--- src/rtl/rnm_pkg.sv ---
package rnm_pkg;
  function automatic int imax(input int a, input int b);
    return (a > b) ? a : b;
  endfunction
endpackage

--- src/rtl/rnm_free_pool.sv ---
module rnm_free_pool #(
  parameter int NREN = 4,
  parameter int TW   = 2
) (
  input  logic            clk,
  input  logic            rst_n,
  input  logic            flush_i,
  input  logic            take_i,
  input  logic            give_i,
  input  logic [TW-1:0]   give_idx_i,
  output logic            ok_o,
  output logic [TW-1:0]   idx_o,
  output logic [NREN-1:0] free_o
);
  logic [NREN-1:0] free_q, free_d;

  always_comb begin
    idx_o = '0;
    for (int i = NREN - 1; i >= 0; i--) begin
      if (free_q[i]) idx_o = TW'(i);
    end
    ok_o = |free_q;
  end

  always_comb begin
    free_d = free_q;
    if (take_i) free_d[idx_o] = 1'b0;
    if (give_i) free_d[give_idx_i] = 1'b1;
    if (flush_i) free_d = '1;
  end

  always_ff @(posedge clk or negedge rst_n) begin
    if (!rst_n) free_q <= '1;
    else        free_q <= free_d;
  end

  assign free_o = free_q;

  AST_TAKE_CLEARS: assert property (@(posedge clk) disable iff (!rst_n)
    take_i && !flush_i |=> !free_q[$past(idx_o)]);
  AST_GIVE_RETURNS: assert property (@(posedge clk) disable iff (!rst_n)
    give_i && !flush_i |=> free_q[$past(give_idx_i)]);
  AST_FLUSH_FREES: assert property (@(posedge clk) disable iff (!rst_n)
    flush_i |=> &free_q);
endmodule

--- src/rtl/rnm_map_table.sv ---
module rnm_map_table #(
  parameter int NARCH = 8,
  parameter int AW    = 3,
  parameter int TW    = 2,
  parameter int NRD   = 2
) (
  input  logic                      clk,
  input  logic                      rst_n,
  input  logic                      flush_i,
  input  logic                      upd_en_i,
  input  logic [AW-1:0]             upd_arch_i,
  input  logic [TW-1:0]             upd_tag_i,
  input  logic                      clr_en_i,
  input  logic [AW-1:0]             clr_arch_i,
  input  logic [TW-1:0]             clr_tag_i,
  input  logic [NRD-1:0][AW-1:0]    rd_arch_i,
  output logic [NRD-1:0]            rd_v_o,
  output logic [NRD-1:0][TW-1:0]    rd_tag_o,
  output logic [NARCH-1:0]          map_v_o,
  output logic [NARCH-1:0][TW-1:0]  map_tag_o
);
  logic [NARCH-1:0]         v_q, v_d;
  logic [NARCH-1:0][TW-1:0] t_q, t_d;

  for (genvar k = 0; k < NRD; k++) begin : g_rd
    assign rd_v_o[k]   = v_q[rd_arch_i[k]];
    assign rd_tag_o[k] = t_q[rd_arch_i[k]];
  end

  always_comb begin
    v_d = v_q;
    t_d = t_q;
    if (clr_en_i && v_q[clr_arch_i] && (t_q[clr_arch_i] == clr_tag_i))
      v_d[clr_arch_i] = 1'b0;
    if (upd_en_i) begin
      v_d[upd_arch_i] = 1'b1;
      t_d[upd_arch_i] = upd_tag_i;
    end
    if (flush_i) v_d = '0;
  end

  always_ff @(posedge clk or negedge rst_n) begin
    if (!rst_n) begin
      v_q <= '0;
      t_q <= '0;
    end else begin
      v_q <= v_d;
      t_q <= t_d;
    end
  end

  assign map_v_o   = v_q;
  assign map_tag_o = t_q;

  AST_STALE_KEPT: assert property (@(posedge clk) disable iff (!rst_n)
    clr_en_i && !flush_i && v_q[clr_arch_i] && (t_q[clr_arch_i] != clr_tag_i)
    |=> v_q[$past(clr_arch_i)]);
  AST_REMAP_WINS: assert property (@(posedge clk) disable iff (!rst_n)
    upd_en_i && !flush_i |=> v_q[$past(upd_arch_i)] &&
    (t_q[$past(upd_arch_i)] == $past(upd_tag_i)));
  AST_FLUSH_UNMAPS: assert property (@(posedge clk) disable iff (!rst_n)
    flush_i |=> (v_q == '0));
endmodule

--- src/rtl/rnm_buf_file.sv ---
module rnm_buf_file #(
  parameter int NREN = 4,
  parameter int TW   = 2,
  parameter int AW   = 3,
  parameter int DW   = 16,
  parameter int NRD  = 2
) (
  input  logic                    clk,
  input  logic                    rst_n,
  input  logic                    alloc_en_i,
  input  logic [TW-1:0]           alloc_idx_i,
  input  logic [AW-1:0]           alloc_owner_i,
  input  logic                    wr_en_i,
  input  logic [TW-1:0]           wr_idx_i,
  input  logic [DW-1:0]           wr_data_i,
  input  logic [NRD-1:0][TW-1:0]  rd_idx_i,
  output logic [NRD-1:0]          rd_vld_o,
  output logic [NRD-1:0][DW-1:0]  rd_data_o,
  input  logic [TW-1:0]           cmp_idx_i,
  output logic [AW-1:0]           cmp_owner_o,
  output logic [DW-1:0]           cmp_data_o,
  output logic                    cmp_vld_o
);
  logic [NREN-1:0]         vld_q, vld_d;
  logic [NREN-1:0][DW-1:0] dat_q, dat_d;
  logic [NREN-1:0][AW-1:0] own_q, own_d;

  for (genvar k = 0; k < NRD; k++) begin : g_rd
    assign rd_vld_o[k]  = vld_q[rd_idx_i[k]];
    assign rd_data_o[k] = dat_q[rd_idx_i[k]];
  end

  assign cmp_owner_o = own_q[cmp_idx_i];
  assign cmp_data_o  = dat_q[cmp_idx_i];
  assign cmp_vld_o   = vld_q[cmp_idx_i];

  always_comb begin
    vld_d = vld_q;
    dat_d = dat_q;
    own_d = own_q;
    if (wr_en_i) begin
      vld_d[wr_idx_i] = 1'b1;
      dat_d[wr_idx_i] = wr_data_i;
    end
    if (alloc_en_i) begin
      vld_d[alloc_idx_i] = 1'b0;
      own_d[alloc_idx_i] = alloc_owner_i;
    end
  end

  always_ff @(posedge clk or negedge rst_n) begin
    if (!rst_n) begin
      vld_q <= '0;
      dat_q <= '0;
      own_q <= '0;
    end else begin
      vld_q <= vld_d;
      dat_q <= dat_d;
      own_q <= own_d;
    end
  end

  AST_RESULT_PRESENT: assert property (@(posedge clk) disable iff (!rst_n)
    wr_en_i && !(alloc_en_i && (alloc_idx_i == wr_idx_i))
    |=> vld_q[$past(wr_idx_i)]);
  AST_ALLOC_EMPTY: assert property (@(posedge clk) disable iff (!rst_n)
    alloc_en_i |=> !vld_q[$past(alloc_idx_i)]);
endmodule

--- src/rtl/rnm_arch_file.sv ---
module rnm_arch_file #(
  parameter int NARCH = 8,
  parameter int AW    = 3,
  parameter int DW    = 16,
  parameter int NRD   = 2
) (
  input  logic                    clk,
  input  logic                    rst_n,
  input  logic                    wr_en_i,
  input  logic [AW-1:0]           wr_arch_i,
  input  logic [DW-1:0]           wr_data_i,
  input  logic [NRD-1:0][AW-1:0]  rd_arch_i,
  output logic [NRD-1:0][DW-1:0]  rd_data_o
);
  logic [NARCH-1:0][DW-1:0] reg_q, reg_d;

  for (genvar k = 0; k < NRD; k++) begin : g_rd
    assign rd_data_o[k] = reg_q[rd_arch_i[k]];
  end

  always_comb begin
    reg_d = reg_q;
    if (wr_en_i) reg_d[wr_arch_i] = wr_data_i;
  end

  always_ff @(posedge clk or negedge rst_n) begin
    if (!rst_n) reg_q <= '0;
    else        reg_q <= reg_d;
  end

  AST_ARCH_HOLDS: assert property (@(posedge clk) disable iff (!rst_n)
    !wr_en_i |=> $stable(reg_q));
  AST_ARCH_TAKES: assert property (@(posedge clk) disable iff (!rst_n)
    wr_en_i |=> reg_q[$past(wr_arch_i)] == $past(wr_data_i));
endmodule

--- src/rtl/rnm_rename_unit.sv ---
module rnm_rename_unit #(
  parameter int NARCH = 8,
  parameter int NREN  = 4,
  parameter int DW    = 16,
  localparam int AW   = $clog2(NARCH),
  localparam int TW   = $clog2(NREN),
  localparam int IW   = rnm_pkg::imax(AW, TW)
) (
  input  logic          clk,
  input  logic          rst_n,
  input  logic          flush_i,
  input  logic          iss_valid_i,
  input  logic [AW-1:0] iss_dst_i,
  input  logic [AW-1:0] iss_src0_i,
  input  logic [AW-1:0] iss_src1_i,
  output logic          iss_ready_o,
  output logic [TW-1:0] iss_tag_o,
  output logic          src0_ren_o,
  output logic [IW-1:0] src0_idx_o,
  output logic          src0_pend_o,
  output logic [DW-1:0] src0_val_o,
  output logic          src1_ren_o,
  output logic [IW-1:0] src1_idx_o,
  output logic          src1_pend_o,
  output logic [DW-1:0] src1_val_o,
  input  logic          res_valid_i,
  input  logic [TW-1:0] res_tag_i,
  input  logic [DW-1:0] res_data_i,
  input  logic          cmp_valid_i,
  input  logic [TW-1:0] cmp_tag_i
);
  localparam int NRD = 2;

  logic [1:0] rs_q;
  logic       rst_sync_n;

  always_ff @(posedge clk or negedge rst_n) begin
    if (!rst_n) rs_q <= '0;
    else        rs_q <= {rs_q[0], 1'b1};
  end
  assign rst_sync_n = rs_q[1];

  logic                      alloc_ok, iss_fire, cmp_fire;
  logic [TW-1:0]             alloc_idx;
  logic [NREN-1:0]           free_vec;
  logic [NRD-1:0][AW-1:0]    src_arch;
  logic [NRD-1:0]            map_hit;
  logic [NRD-1:0][TW-1:0]    map_tag;
  logic [NARCH-1:0]          all_v;
  logic [NARCH-1:0][TW-1:0]  all_tag;
  logic [NRD-1:0]            buf_vld;
  logic [NRD-1:0][DW-1:0]    buf_dat, arc_dat;
  logic [AW-1:0]             cmp_owner;
  logic [DW-1:0]             cmp_data;
  logic                      cmp_vld;
  logic [NRD-1:0]            s_ren, s_pend;
  logic [NRD-1:0][IW-1:0]    s_idx;
  logic [NRD-1:0][DW-1:0]    s_val;

  assign iss_fire    = iss_valid_i & alloc_ok & ~flush_i;
  assign cmp_fire    = cmp_valid_i & ~flush_i;
  assign iss_ready_o = alloc_ok;
  assign iss_tag_o   = alloc_idx;
  assign src_arch[0] = iss_src0_i;
  assign src_arch[1] = iss_src1_i;

  rnm_free_pool #(.NREN(NREN), .TW(TW)) u_pool (
    .clk(clk), .rst_n(rst_sync_n), .flush_i(flush_i),
    .take_i(iss_fire), .give_i(cmp_fire), .give_idx_i(cmp_tag_i),
    .ok_o(alloc_ok), .idx_o(alloc_idx), .free_o(free_vec)
  );

  rnm_map_table #(.NARCH(NARCH), .AW(AW), .TW(TW), .NRD(NRD)) u_map (
    .clk(clk), .rst_n(rst_sync_n), .flush_i(flush_i),
    .upd_en_i(iss_fire), .upd_arch_i(iss_dst_i), .upd_tag_i(alloc_idx),
    .clr_en_i(cmp_fire), .clr_arch_i(cmp_owner), .clr_tag_i(cmp_tag_i),
    .rd_arch_i(src_arch), .rd_v_o(map_hit), .rd_tag_o(map_tag),
    .map_v_o(all_v), .map_tag_o(all_tag)
  );

  rnm_buf_file #(.NREN(NREN), .TW(TW), .AW(AW), .DW(DW), .NRD(NRD)) u_buf (
    .clk(clk), .rst_n(rst_sync_n),
    .alloc_en_i(iss_fire), .alloc_idx_i(alloc_idx), .alloc_owner_i(iss_dst_i),
    .wr_en_i(res_valid_i), .wr_idx_i(res_tag_i), .wr_data_i(res_data_i),
    .rd_idx_i(map_tag), .rd_vld_o(buf_vld), .rd_data_o(buf_dat),
    .cmp_idx_i(cmp_tag_i), .cmp_owner_o(cmp_owner), .cmp_data_o(cmp_data),
    .cmp_vld_o(cmp_vld)
  );

  rnm_arch_file #(.NARCH(NARCH), .AW(AW), .DW(DW), .NRD(NRD)) u_arch (
    .clk(clk), .rst_n(rst_sync_n),
    .wr_en_i(cmp_fire), .wr_arch_i(cmp_owner), .wr_data_i(cmp_data),
    .rd_arch_i(src_arch), .rd_data_o(arc_dat)
  );

  for (genvar k = 0; k < NRD; k++) begin : g_src
    always_comb begin
      s_ren[k]  = map_hit[k];
      s_pend[k] = map_hit[k] & ~buf_vld[k];
      if (map_hit[k]) begin
        s_idx[k] = IW'(map_tag[k]);
        s_val[k] = buf_vld[k] ? buf_dat[k] : '0;
      end else begin
        s_idx[k] = IW'(src_arch[k]);
        s_val[k] = arc_dat[k];
      end
    end
  end

  assign src0_ren_o  = s_ren[0];
  assign src0_idx_o  = s_idx[0];
  assign src0_pend_o = s_pend[0];
  assign src0_val_o  = s_val[0];
  assign src1_ren_o  = s_ren[1];
  assign src1_idx_o  = s_idx[1];
  assign src1_pend_o = s_pend[1];
  assign src1_val_o  = s_val[1];

  AST_CMP_FINISHED: assert property (@(posedge clk) disable iff (!rst_sync_n)
    cmp_fire |-> cmp_vld);

  for (genvar a = 0; a < NARCH; a++) begin : g_chk
    AST_MAP_BUSY: assert property (@(posedge clk) disable iff (!rst_sync_n)
      all_v[a] |-> !free_vec[all_tag[a]]);
  end
endmodule

--- config.mk ---
export PLATFORM = sky130hd
export DESIGN_NAME = rnm_rename_unit
export DESIGN_NICKNAME = d
export VERILOG_FILES = /design/src/rtl/rnm_pkg.sv /design/src/rtl/rnm_free_pool.sv /design/src/rtl/rnm_map_table.sv /design/src/rtl/rnm_buf_file.sv /design/src/rtl/rnm_arch_file.sv /design/src/rtl/rnm_rename_unit.sv
export SDC_FILE = /design/constraint.sdc
export NUM_CORES = 1
export LEC_CHECK = 0
export ABC_CLOCK_PERIOD_IN_PS = 8200
export BUFFER_PORTS_ARGS = -buffer_cell sky130_fd_sc_hd__buf_4
export CELL_PAD_IN_SITES_DETAIL_PLACEMENT = 1
export CELL_PAD_IN_SITES_GLOBAL_PLACEMENT = 1
export CORE_UTILIZATION = 35
export DETAILED_ROUTE_END_ITERATION = 16
export GPL_TIMING_DRIVEN = 0
export PLACE_DENSITY = 0.67
export REMOVE_ABC_BUFFERS = 1
export SETUP_SLACK_MARGIN = 0.3
export SLEW_MARGIN = 20
export SYNTH_ARGS = -nofsm -noshare
export SYNTH_HDL_FRONTEND = slang
export SYNTH_SLANG_ARGS = --single-unit
--- constraint.sdc ---
create_clock -name clk -period 8.2 [get_ports clk]
set_input_delay 1.64 -clock clk [delete_from_list [all_inputs] [get_ports clk]]
set_output_delay 1.64 -clock clk [all_outputs]
set_load 0.01 [all_outputs]
# ---- After elaboration in Yosys (flattened, before gate mapping)
# Cells that the tools add are included.
dict set report op_classes {
  n_lt_le_gt_ge 14
  eq_ne 1
  muxes 68
  n_bitwise 16
  reduce_logical 8
}
# op count
set ops {}
lappend ops {{2-to-1 mux 16 bit} 11}
lappend ops {{bitwise mux 128 bit} 1}
lappend ops {{binary-select mux 16 bit (select 2 bit)} 3}
lappend ops {{binary-select mux 16 bit (select 3 bit)} 2}
lappend ops {{bitwise mux 64 bit} 1}
lappend ops {{demux 16 bit (select 3 bit)} 1}
lappend ops {{demux 16 bit (select 2 bit)} 1}
lappend ops {{2-to-1 mux 8 bit} 3}
lappend ops {{2-to-1 mux 4 bit} 5}
lappend ops {{binary-select mux 2 bit (select 3 bit)} 3}
lappend ops {{bitwise mux 16 bit} 1}
lappend ops {{less-than comparator 3 x 4 -> 1 bit (second input constant)} 4}
lappend ops {{2-to-1 mux 2 bit} 8}
lappend ops {{less-than comparator 2 x 3 -> 1 bit (second input constant)} 5}
lappend ops {{bitwise mux 12 bit} 1}
lappend ops {{2-to-1 mux 3 bit} 4}
lappend ops {{2-to-1 mux 1 bit} 10}
lappend ops {{binary-select mux 1 bit (select 3 bit)} 3}
lappend ops {{AND 4 bit} 2}
lappend ops {{AND 8 bit} 1}
lappend ops {{NOT 8 bit} 1}
lappend ops {{bitwise OR 4 bit} 2}
lappend ops {{bitwise OR 8 bit} 1}
lappend ops {{logical AND 1 bit} 7}
lappend ops {{other kinds (13)} 26}
dict set report totals {
  ff_bits 238
  in_bits 35
  output_inout_bits 45
  word_cells 135
}

# ---- Longest topological paths before layout
# Gate-level depths: netlist of the first run.
dict set report depth {
  word_depth 14
  depth_mapped 9
  ltp_nobuf 7
}

# ---- By module
# Synthesis of the first run repeated with hierarchy kept, for this count alone.
dict set report unflattened {
  cells_unflattened 851
  hier_area_um2 13679.4
}
# module n_inst cells_each area_per_inst_um2
set modules_own_cells {}
lappend modules_own_cells {rnm_arch_file 1 393 7000.5}
lappend modules_own_cells {rnm_buf_file 1 241 4300.4}
lappend modules_own_cells {rnm_map_table 1 136 1635.3}
lappend modules_own_cells {rnm_rename_unit 1 58 516.7}
lappend modules_own_cells {rnm_free_pool 1 23 226.5}

# ---- Worst setup path after synthesis of the first run
# Ideal clock, no wire load.
dict set report synth_path {
  path_type {input port to output port}
  from {input iss_src1_i[0]}
  to {output src1_val_o[10]}
  arrival_time_ns 3.640
  required_time_ns 6.560
  slack_ns 2.920
  cell_stages 7
  n_path_buf 2
  path_cell_list {buf_2 > mux4_2 > mux2i_2 > buf_2 > mux4_2 > nand3_1 > o21ai_0}
}
dict set report synth_between {
  elab_chain_cells 6
  word_cells_on_any_way 12
  classes_between {mux (12)}
}
# element line
set synth_lines {}
lappend synth_lines {{from (decl)} rnm_rename_unit.sv:15} ;# input logic [AW-1:0] iss_src1_i,
lappend synth_lines {{binary-select mux 2 bit (select 3 bit)} rnm_map_table.sv:27} ;# assign rd_tag_o[k] = t_q[rd_arch_i[k]];
lappend synth_lines {{2-to-1 mux 2 bit (not written as such)} rnm_map_table.sv:27}
lappend synth_lines {{binary-select mux 16 bit (select 2 bit) / binary-select mux 1 bit (select 2 bit) (equally long branches)} {rnm_buf_file.sv:30, rnm_buf_file.sv:29}}
lappend synth_lines {{2-to-1 mux 16 bit (not written as such) / 2-to-1 mux 1 bit (equally long branches)} {rnm_buf_file.sv:30, rnm_buf_file.sv:29}}
lappend synth_lines {{2-to-1 mux 16 bit} rnm_rename_unit.sv:102} ;# s_val[k] = buf_vld[k] ? buf_dat[k] : '0;
lappend synth_lines {{2-to-1 mux 16 bit (*)} rnm_rename_unit.sv:100} ;# if (map_hit[k]) begin
lappend synth_lines {{to (decl)} rnm_rename_unit.sv:25} ;# output logic [DW-1:0] src1_val_o,
# Every way passes the cells marked *; elsewhere a longest branch is shown, timed or not. The select of a mux whose other input is x is not followed.

# ---- Final worst setup path of the first run
dict set report layout_path {
  from {input iss_src0_i[0]}
  to {output src0_val_o[10]}
}
dict set report layout_between {
  elab_chain_cells 6
  word_cells_on_any_way 12
  classes_between {mux (12)}
}
# element line
set layout_lines {}
lappend layout_lines {{from (decl)} rnm_rename_unit.sv:14} ;# input logic [AW-1:0] iss_src0_i,
lappend layout_lines {{binary-select mux 2 bit (select 3 bit)} rnm_map_table.sv:27}
lappend layout_lines {{2-to-1 mux 2 bit (not written as such)} rnm_map_table.sv:27}
lappend layout_lines {{binary-select mux 16 bit (select 2 bit) / binary-select mux 1 bit (select 2 bit) (equally long branches)} {rnm_buf_file.sv:30, rnm_buf_file.sv:29}}
lappend layout_lines {{2-to-1 mux 16 bit (not written as such) / 2-to-1 mux 1 bit (equally long branches)} {rnm_buf_file.sv:30, rnm_buf_file.sv:29}}
lappend layout_lines {{2-to-1 mux 16 bit} rnm_rename_unit.sv:102}
lappend layout_lines {{2-to-1 mux 16 bit (*)} rnm_rename_unit.sv:100}
lappend layout_lines {{to (decl)} rnm_rename_unit.sv:21} ;# output logic [DW-1:0] src0_val_o,
# Marks and branches as above.

==> impl_metrics.env, run 1 <==
export IMPL_cts_inserted_buffers=27
export IMPL_ys_types=52
export IMPL_horizontal_die_dimension_um=196.6
export IMPL_synth_async_reset_ratio_pct=100.0
export IMPL_setup_worst_path_end_class="output port"
export IMPL_die_h_um=196.6
export IMPL_cts_repair_resize_count=0
export IMPL_route_vias_total=8715
export IMPL_drv_max_cap_violation_count=0
export IMPL_finalWirelength_um=37880
export IMPL_synth_yosys_seq_area_share_pct=44.95
export IMPL_synthAdderAreaFrac_pct=0
export IMPL_synth_seq_cells=238
export IMPL_antenna_violations_before_repair=1
export IMPL_tritoncts_num_sinks=238
export IMPL_wire_length_of_the_first_global_routing_pass_um=59140
export IMPL_layout_drive_gt1_share_pct=52.44
export IMPL_post_synth_inst_count=903
export IMPL_worst_path_clk_slew_ns=0.06
export IMPL_tightestPinTransition_ns=1.121
export IMPL_post_cts_setup_buffer_count=0
export IMPL_wl_per_cell_um=25.46
export IMPL_synth_warning_count=0
export IMPL_finalWorstPathRequiredPeriod_ns=6.886
export IMPL_clk_insertion_delay_late_ns=0.54
export IMPL_num_rows=70
export IMPL_grt_remaining_overflow=0
export IMPL_synth_mux_area_fraction_pct=44.46
export IMPL_grt_total_usage_pct=20.29
export IMPL_design_die_area_um2=38670
export IMPL_synth_enable_flop_cells=0
export IMPL_cts_hold_repair_buffers=0
export IMPL_postLayoutCellArea_um2=15560
export IMPL_synth_flop_cell="sky130_fd_sc_hd__dfrtp_1"
export IMPL_placed_area_um2=14630
export IMPL_setup_violations_final=0
export IMPL_synthTopCellsByArea="sky130_fd_sc_hd__dfrtp_1 44%, sky130_fd_sc_hd__mux4_2 22%, sky130_fd_sc_hd__mux2_2 19%"
export IMPL_netlist_top_cell_by_area="sky130_fd_sc_hd__dfrtp_1"
export IMPL_hp_class="reg2async"
export IMPL_core_area_um2=36960
export IMPL_tritoncts="done"
export IMPL_vias_in_the_first_global_route=9420
export IMPL_netlist_top_cells_count="234 x sky130_fd_sc_hd__dfrtp_1, 224 x sky130_fd_sc_hd__mux2_2, 127 x sky130_fd_sc_hd__mux4_2"
export IMPL_synth_area_per_cell_um2=14.68
export IMPL_num_io_pins=80
export IMPL_dp_final_hpwl_um=23600
export IMPL_timing_critical_path_fanout_max=39
export IMPL_run_status="completed"
export IMPL_antenna_violating_nets_post_route=0
export IMPL_cp_arrival_ns=5.25
export IMPL_worstSetupStartpointType="primary input"
export IMPL_area_growth_syn_to_layout_pct=17.32
export IMPL_clk_path_buf_depth=3
export IMPL_hold_viol=0
export IMPL_gpl_final_weighted_congestion=0.7506
export IMPL_p_leak_nw=6.523
export IMPL_fillers=3767
export IMPL_avgViaCountPerCell=5.857
export IMPL_post_synth_top_count_cell="sky130_fd_sc_hd__dfrtp_1"
export IMPL_max_clock_freq_ghz=0.1452
export IMPL_post_synth_xor_area_fraction_pct=0.1321
export IMPL_syn_cell_area_um2=13260
export IMPL_ctsHtreeMaxLevel=1
export IMPL_peakVddDrop_mv=0.1590
export IMPL_relSlewSlack_pct=25.12
export IMPL_synth_top_family_by_area="multiplexers"
export IMPL_detail_route_drc_violations=0
export IMPL_drt_first_pass_iters=5
export IMPL_design_power_total_mw=4.423
export IMPL_post_synth_top_area_fraction_pct=44.16
export IMPL_clock_skew_final_ns=0.008972
export IMPL_power_density_nw_per_um2=284.3
export IMPL_critical_path_class="in2out"
export IMPL_synthSimpleGateAreaFrac_pct=4.161
export IMPL_grt_start_max_net_pins=56
export IMPL_rsz0062_at_grt="no"
export IMPL_cts_root_buf="sky130_fd_sc_hd__clkbuf_16"
export IMPL_timing_critical_path_required_ns=6.56
export IMPL_timing_max_transition_violations_final=0
export IMPL_drt_iter0_markers=424
export IMPL_final_min_period_over_clock_period_pct=83.98
export IMPL_compound_cell_area_share_of_the_yosys_netlist_pct=3.718
export IMPL_antenna_diode_count=0
export IMPL_start_util_pct=35.88
export IMPL_count_of_input_and_output_buffers=79
export IMPL_final_net_count=1000
==> sequential cells by signal, indices dropped and copies added (netlist names) <==
| name | cells |
|---|---|
| u_buf.vld_q | 4 |
| u_pool.free_o | 4 |
| u_map.map_v_o | 8 |
| u_buf.own_q | 12 |
| rs_q | 2 |
| u_arch.reg_q | 128 |
| u_map.map_tag_o | 16 |
| u_buf.dat_q | 64 |
==> power by group <==
| part | internal (mW) | total (mW) | switching (mW) |
|---|---|---|---|
| registers | 1.52 | 1.78 | 0.263 |
| clock network | 0.765 | 1.26 | 0.499 |
| logic | 0.815 | 1.38 | 0.562 |
==> cell families after synthesis <==
logic type	Yosys count
flops	238
compound gates	80
other cells	1
xor+xnor	2
buf+inv	75
simple gates	108
mux	399
==> metal layers <==
metal	up-vias	track usage [%]	routed length, um
met5	-	0	12
met4	2	5.771	954
met3	68	3.388	1905
met2	240	32.53	18260
met1	4743	28.43	16750
li1	3662	-	-
==> metrics by stage <==
step	cells	setup slack (ns)	hold slack, ns	util [%]	setup TNS (ns)
floorplan	841	1.083	0.3312	-	0
global placement	1424	-1.962	0.3354	38.41	-495.33
detailed placement	1440	1.273	0.3267	39.57	0
CTS	1488	1.267	0.3313	42.07	0
global route	1488	1.057	0.3387	42.09	0
finish	1488	1.314	0.3109	42.09	0
==> worst max-delay path, cell delays in order <==
cell	delay, ns
sky130_fd_sc_hd__buf_4	0.63
sky130_fd_sc_hd__mux4_2	0.63
sky130_fd_sc_hd__mux2i_4	0.65
sky130_fd_sc_hd__a21oi_1	0.24
sky130_fd_sc_hd__a21oi_4	0.74
sky130_fd_sc_hd__nand3_1	0.18
sky130_fd_sc_hd__o21ai_0	0.26
sky130_fd_sc_hd__buf_4	0.21
==> path summary, 6_finish.rpt <==
check / startpoint / to / slack, ns / cells past startpoint
setup / recovery: iss_src0_i[0] / src0_val_o[10] / 1.31 / 8
hold / removal: rs_q[1]$_DFF_PN0_ / u_buf.dat_q[8]$_DFFE_PN0P_ / 0.31 / 1
setup reg to reg: u_buf.own_q[10]$_DFFE_PN0P_ / u_arch.reg_q[23]$_DFFE_PN0P_ / 5.28 / 5
hold reg to reg: rs_q[1]$_DFF_PN0_ / u_buf.dat_q[8]$_DFFE_PN0P_ / 0.31 / 1
max in group asynchronous: rs_q[1]$_DFF_PN0_ / u_buf.dat_q[30]$_DFFE_PN0P_ / 6.99 / 3
min in group clk: rs_q[0]$_DFF_PN0_ / rs_q[1]$_DFF_PN0_ / 0.35 / 0
==> placed cells by master (no fill, tap or decap), types with 5 or more instances in the layout <==
cell type	synthesis	routed
sky130_fd_sc_hd__nand3_1	38	37
sky130_fd_sc_hd__inv_1	13	13
sky130_fd_sc_hd__buf_4	2	81
sky130_fd_sc_hd__clkbuf_16	0	27
sky130_fd_sc_hd__buf_16	0	8
sky130_fd_sc_hd__o41ai_1	6	6
sky130_fd_sc_hd__clkinv_2	0	7
sky130_fd_sc_hd__o21ai_0	33	33
sky130_fd_sc_hd__mux2i_1	41	39
sky130_fd_sc_hd__mux2i_4	1	5
sky130_fd_sc_hd__nor2_1	20	17
sky130_fd_sc_hd__dfrtp_1	234	233
sky130_fd_sc_hd__nor2b_1	5	5
sky130_fd_sc_hd__nand2b_1	5	5
sky130_fd_sc_hd__mux2_2	224	224
sky130_fd_sc_hd__nand2_1	17	15
sky130_fd_sc_hd__a21oi_1	17	17
sky130_fd_sc_hd__mux4_2	127	127
==> final cells by class <==
cell class,count,area (um^2),share of cell area [%]
sequential,238,5964,38.34
inverter,13,48.80,0.3137
clock inverter,14,180.2,1.158
tap,504,630.6,4.053
timing repair buffer,95,920.9,5.919
multi-input combinational,590,7071,45.45
clock buffer,34,742.0,4.769
No activity file was read; power rests on OpenSTA's default activity.
==> run 2: changes to the inputs <==
ABC_CLOCK_PERIOD_IN_PS = 6900   (was 8200)
clock period = 6.9 ns   (was 8.2 ns; I/O delays follow)
==> impl_metrics.env, run 2 (same netlist as run 1, synthesis figures left out) <==
export IMPL_multi_input_area_um2=7071
export IMPL_relSlewSlack_pct=23.97
export IMPL_crit_path_cell_trace="buf_4 -> mux4_2 -> mux2i_4 -> a211oi_1 -> a21oi_4 -> nand3_1 -> o21ai_0 -> buf_4"
export IMPL_dp_final_hpwl_um=23600
export IMPL_start_util_pct=35.88
export IMPL_timing_max_transition_violations_final=0
export IMPL_route_vias_total=8706
export IMPL_wire_length_of_the_first_global_routing_pass_um=59140
export IMPL_final_net_count=1003
export IMPL_max_clock_freq_ghz=0.1635
export IMPL_num_io_pins=80
export IMPL_setup_violations_final=0
export IMPL_regMostFlops="u_arch.reg_q"
export IMPL_worst_slack_ns=0.7843
export IMPL_critical_path_max_stage_delay_ns=0.68
export IMPL_r2r_end="u_arch.reg_q[23]$_DFFE_PN0P_"
export IMPL_largest_reg_flops=128
export IMPL_avgViaCountPerCell=5.839
export IMPL_num_rows=70
export IMPL_regToRegSetupSlack_ns=3.99
export IMPL_grt_total_usage_pct=20.29
export IMPL_p_leak_nw=6.547
export IMPL_tritoncts_num_sinks=238
export IMPL_worstSetupStartpointType="primary input"
export IMPL_drv_max_cap_violation_count=0
export IMPL_cts_repair_resize_count=0
export IMPL_drt_iter0_markers=482
export IMPL_non_filler_cells_in_the_finished_layout=1491
export IMPL_clk_insertion_delay_late_ns=0.54
export IMPL_finalWorstPathRequiredPeriod_ns=6.116
export IMPL_tightestPinTransition_ns=1.138
export IMPL_count_of_input_and_output_buffers=79
export IMPL_grt_start_max_net_pins=56
export IMPL_area_growth_syn_to_layout_pct=17.68
export IMPL_crit_path_start="iss_src1_i[0]"
export IMPL_antenna_diode_count=0
export IMPL_critical_path_class="in2out"
export IMPL_core_area_um2=36960
export IMPL_run_status="completed"
export IMPL_vias_in_the_first_global_route=9420
export IMPL_clock_skew_final_ns=0.008416
export IMPL_clk_path_buf_depth=3
export IMPL_layout_drive_gt1_share_pct=52.58
export IMPL_final_cell_mix="233 x sky130_fd_sc_hd__dfrtp_1, 224 x sky130_fd_sc_hd__mux2_2, 127 x sky130_fd_sc_hd__mux4_2"
export IMPL_critical_path_reg2reg_startpoint="u_buf.own_q[10]$_DFFE_PN0P_"
export IMPL_timing_critical_path_required_ns=5.52
export IMPL_cts_inserted_buffers=27
export IMPL_cp_arrival_ns=4.74
export IMPL_drt_first_pass_iters=5
export IMPL_antenna_violations_before_repair=1
export IMPL_seq_area_um2=5964
export IMPL_hp_class="reg2async"
export IMPL_horizontal_die_dimension_um=196.6
export IMPL_worst_r2r_cell_count=5
export IMPL_gpl_final_weighted_congestion=0.7506
export IMPL_detail_route_drc_violations=0
export IMPL_cts_root_buf="sky130_fd_sc_hd__clkbuf_16"
export IMPL_grt_remaining_overflow=0
export IMPL_design_die_area_um2=38670
export IMPL_fillers=3764
export IMPL_crit_path_frequent_cell="sky130_fd_sc_hd__buf_4"
export IMPL_ctsHtreeMaxLevel=1
export IMPL_timing_critical_path_fanout_max=39
export IMPL_hold_viol=0
export IMPL_antenna_violating_nets_post_route=0
export IMPL_layout_cells_most_common="sky130_fd_sc_hd__dfrtp_1"
export IMPL_final_min_period_over_clock_period_pct=88.63
export IMPL_die_h_um=196.6
export IMPL_power_density_nw_per_um2=338.3
export IMPL_worst_path_clk_slew_ns=0.06
export IMPL_peakVddDrop_mv=0.1879
export IMPL_rsz0062_at_grt="no"
export IMPL_setup_worst_path_end_class="output port"
export IMPL_finalWirelength_um=37990
export IMPL_critPathSlowestCell="sky130_fd_sc_hd__a21oi_4"
export IMPL_detailedPlace_worstSlack_ns=0.4935
export IMPL_tritoncts="done"
export IMPL_placed_cells=1440
export IMPL_wl_per_cell_um=25.48
## run 2: changes by cell type in the layout (fill, tap and decap cells not counted)
cell	change
sky130_fd_sc_hd__buf_12	+2
sky130_fd_sc_hd__buf_4	+1
## run 2: cell type report
cell class	instances	share of cell area [%]
multi-input cells	590	45.31
inverters	13	0.3127
clock inverters	14	1.155
repair buffers	98	6.206
well taps	504	4.041
flip-flops and latches	238	38.22
clock buffers	34	4.755
## run 2: report_power, final
part / internal, mW / total [mW] / leakage [nW] / switching (mW)
logic: 0.983 / 1.66 / 3.10 / 0.673
registers: 1.81 / 2.12 / 2.99 / 0.313
clock network: 0.909 / 1.50 / 0.458 / 0.596
total: 3.70 / 5.28 / 6.55 / 1.58
## run 2: worst max-delay path, delay by kind of cell
family	cells	cell delay, ns
muxes	2	1.14
AOI/OAI and AO/OA	3	1.13
buffers and inverters	2	0.85
and+or+nand+nor	1	0.17
## run 2: through the flow
| step | instance area (um^2) | hold WS (ns) | power (mW) | utilization (%) | setup TNS [ns] |
|---|---|---|---|---|---|
| after floorplan | 12970 | 0.3312 | 3.162 | - | -50.26 |
| after global placement | 14190 | 0.3354 | 3.652 | 38.41 | -826.64 |
| after detailed placement | 14630 | 0.3267 | 3.778 | 39.57 | 0 |
| after CTS | 15550 | 0.3313 | 5.310 | 42.07 | 0 |
| after global routing | 15610 | 0.3387 | 5.557 | 42.22 | 0 |
| final | 15610 | 0.3109 | 5.280 | 42.22 | 0 |
## run 2: how the worst max path moves through the flow
stage,end,slack [ns]
final,src1_val_o[3],0.78
after global routing,src0_val_o[7],0.55
after CTS,src0_val_o[10],0.49
after detailed placement,src0_val_o[10],0.49
after global placement,u_arch.reg_q[15]$_DFFE_PN0P_,-3.26
after floorplan,u_arch.reg_q[0]$_DFFE_PN0P_,-0.22
## run 2: repair_timing
item                                    4_1_cts  5_1_grt
hold buffers                                  0        0
endpoints found under the hold margin         0        0
endpoints found under the setup margin        0        1
setup buffers                                 0        3
## run 2: metal layers
layer | vias to the layer above | track usage (%) | wire [um]
met1 | 4738 | 28.43 | 16880
met2 | 223 | 32.53 | 18430
met3 | 67 | 3.388 | 1736
met5 | - | 0 | 12
met4 | 2 | 5.771 | 925
li1 | 3676 | - | -
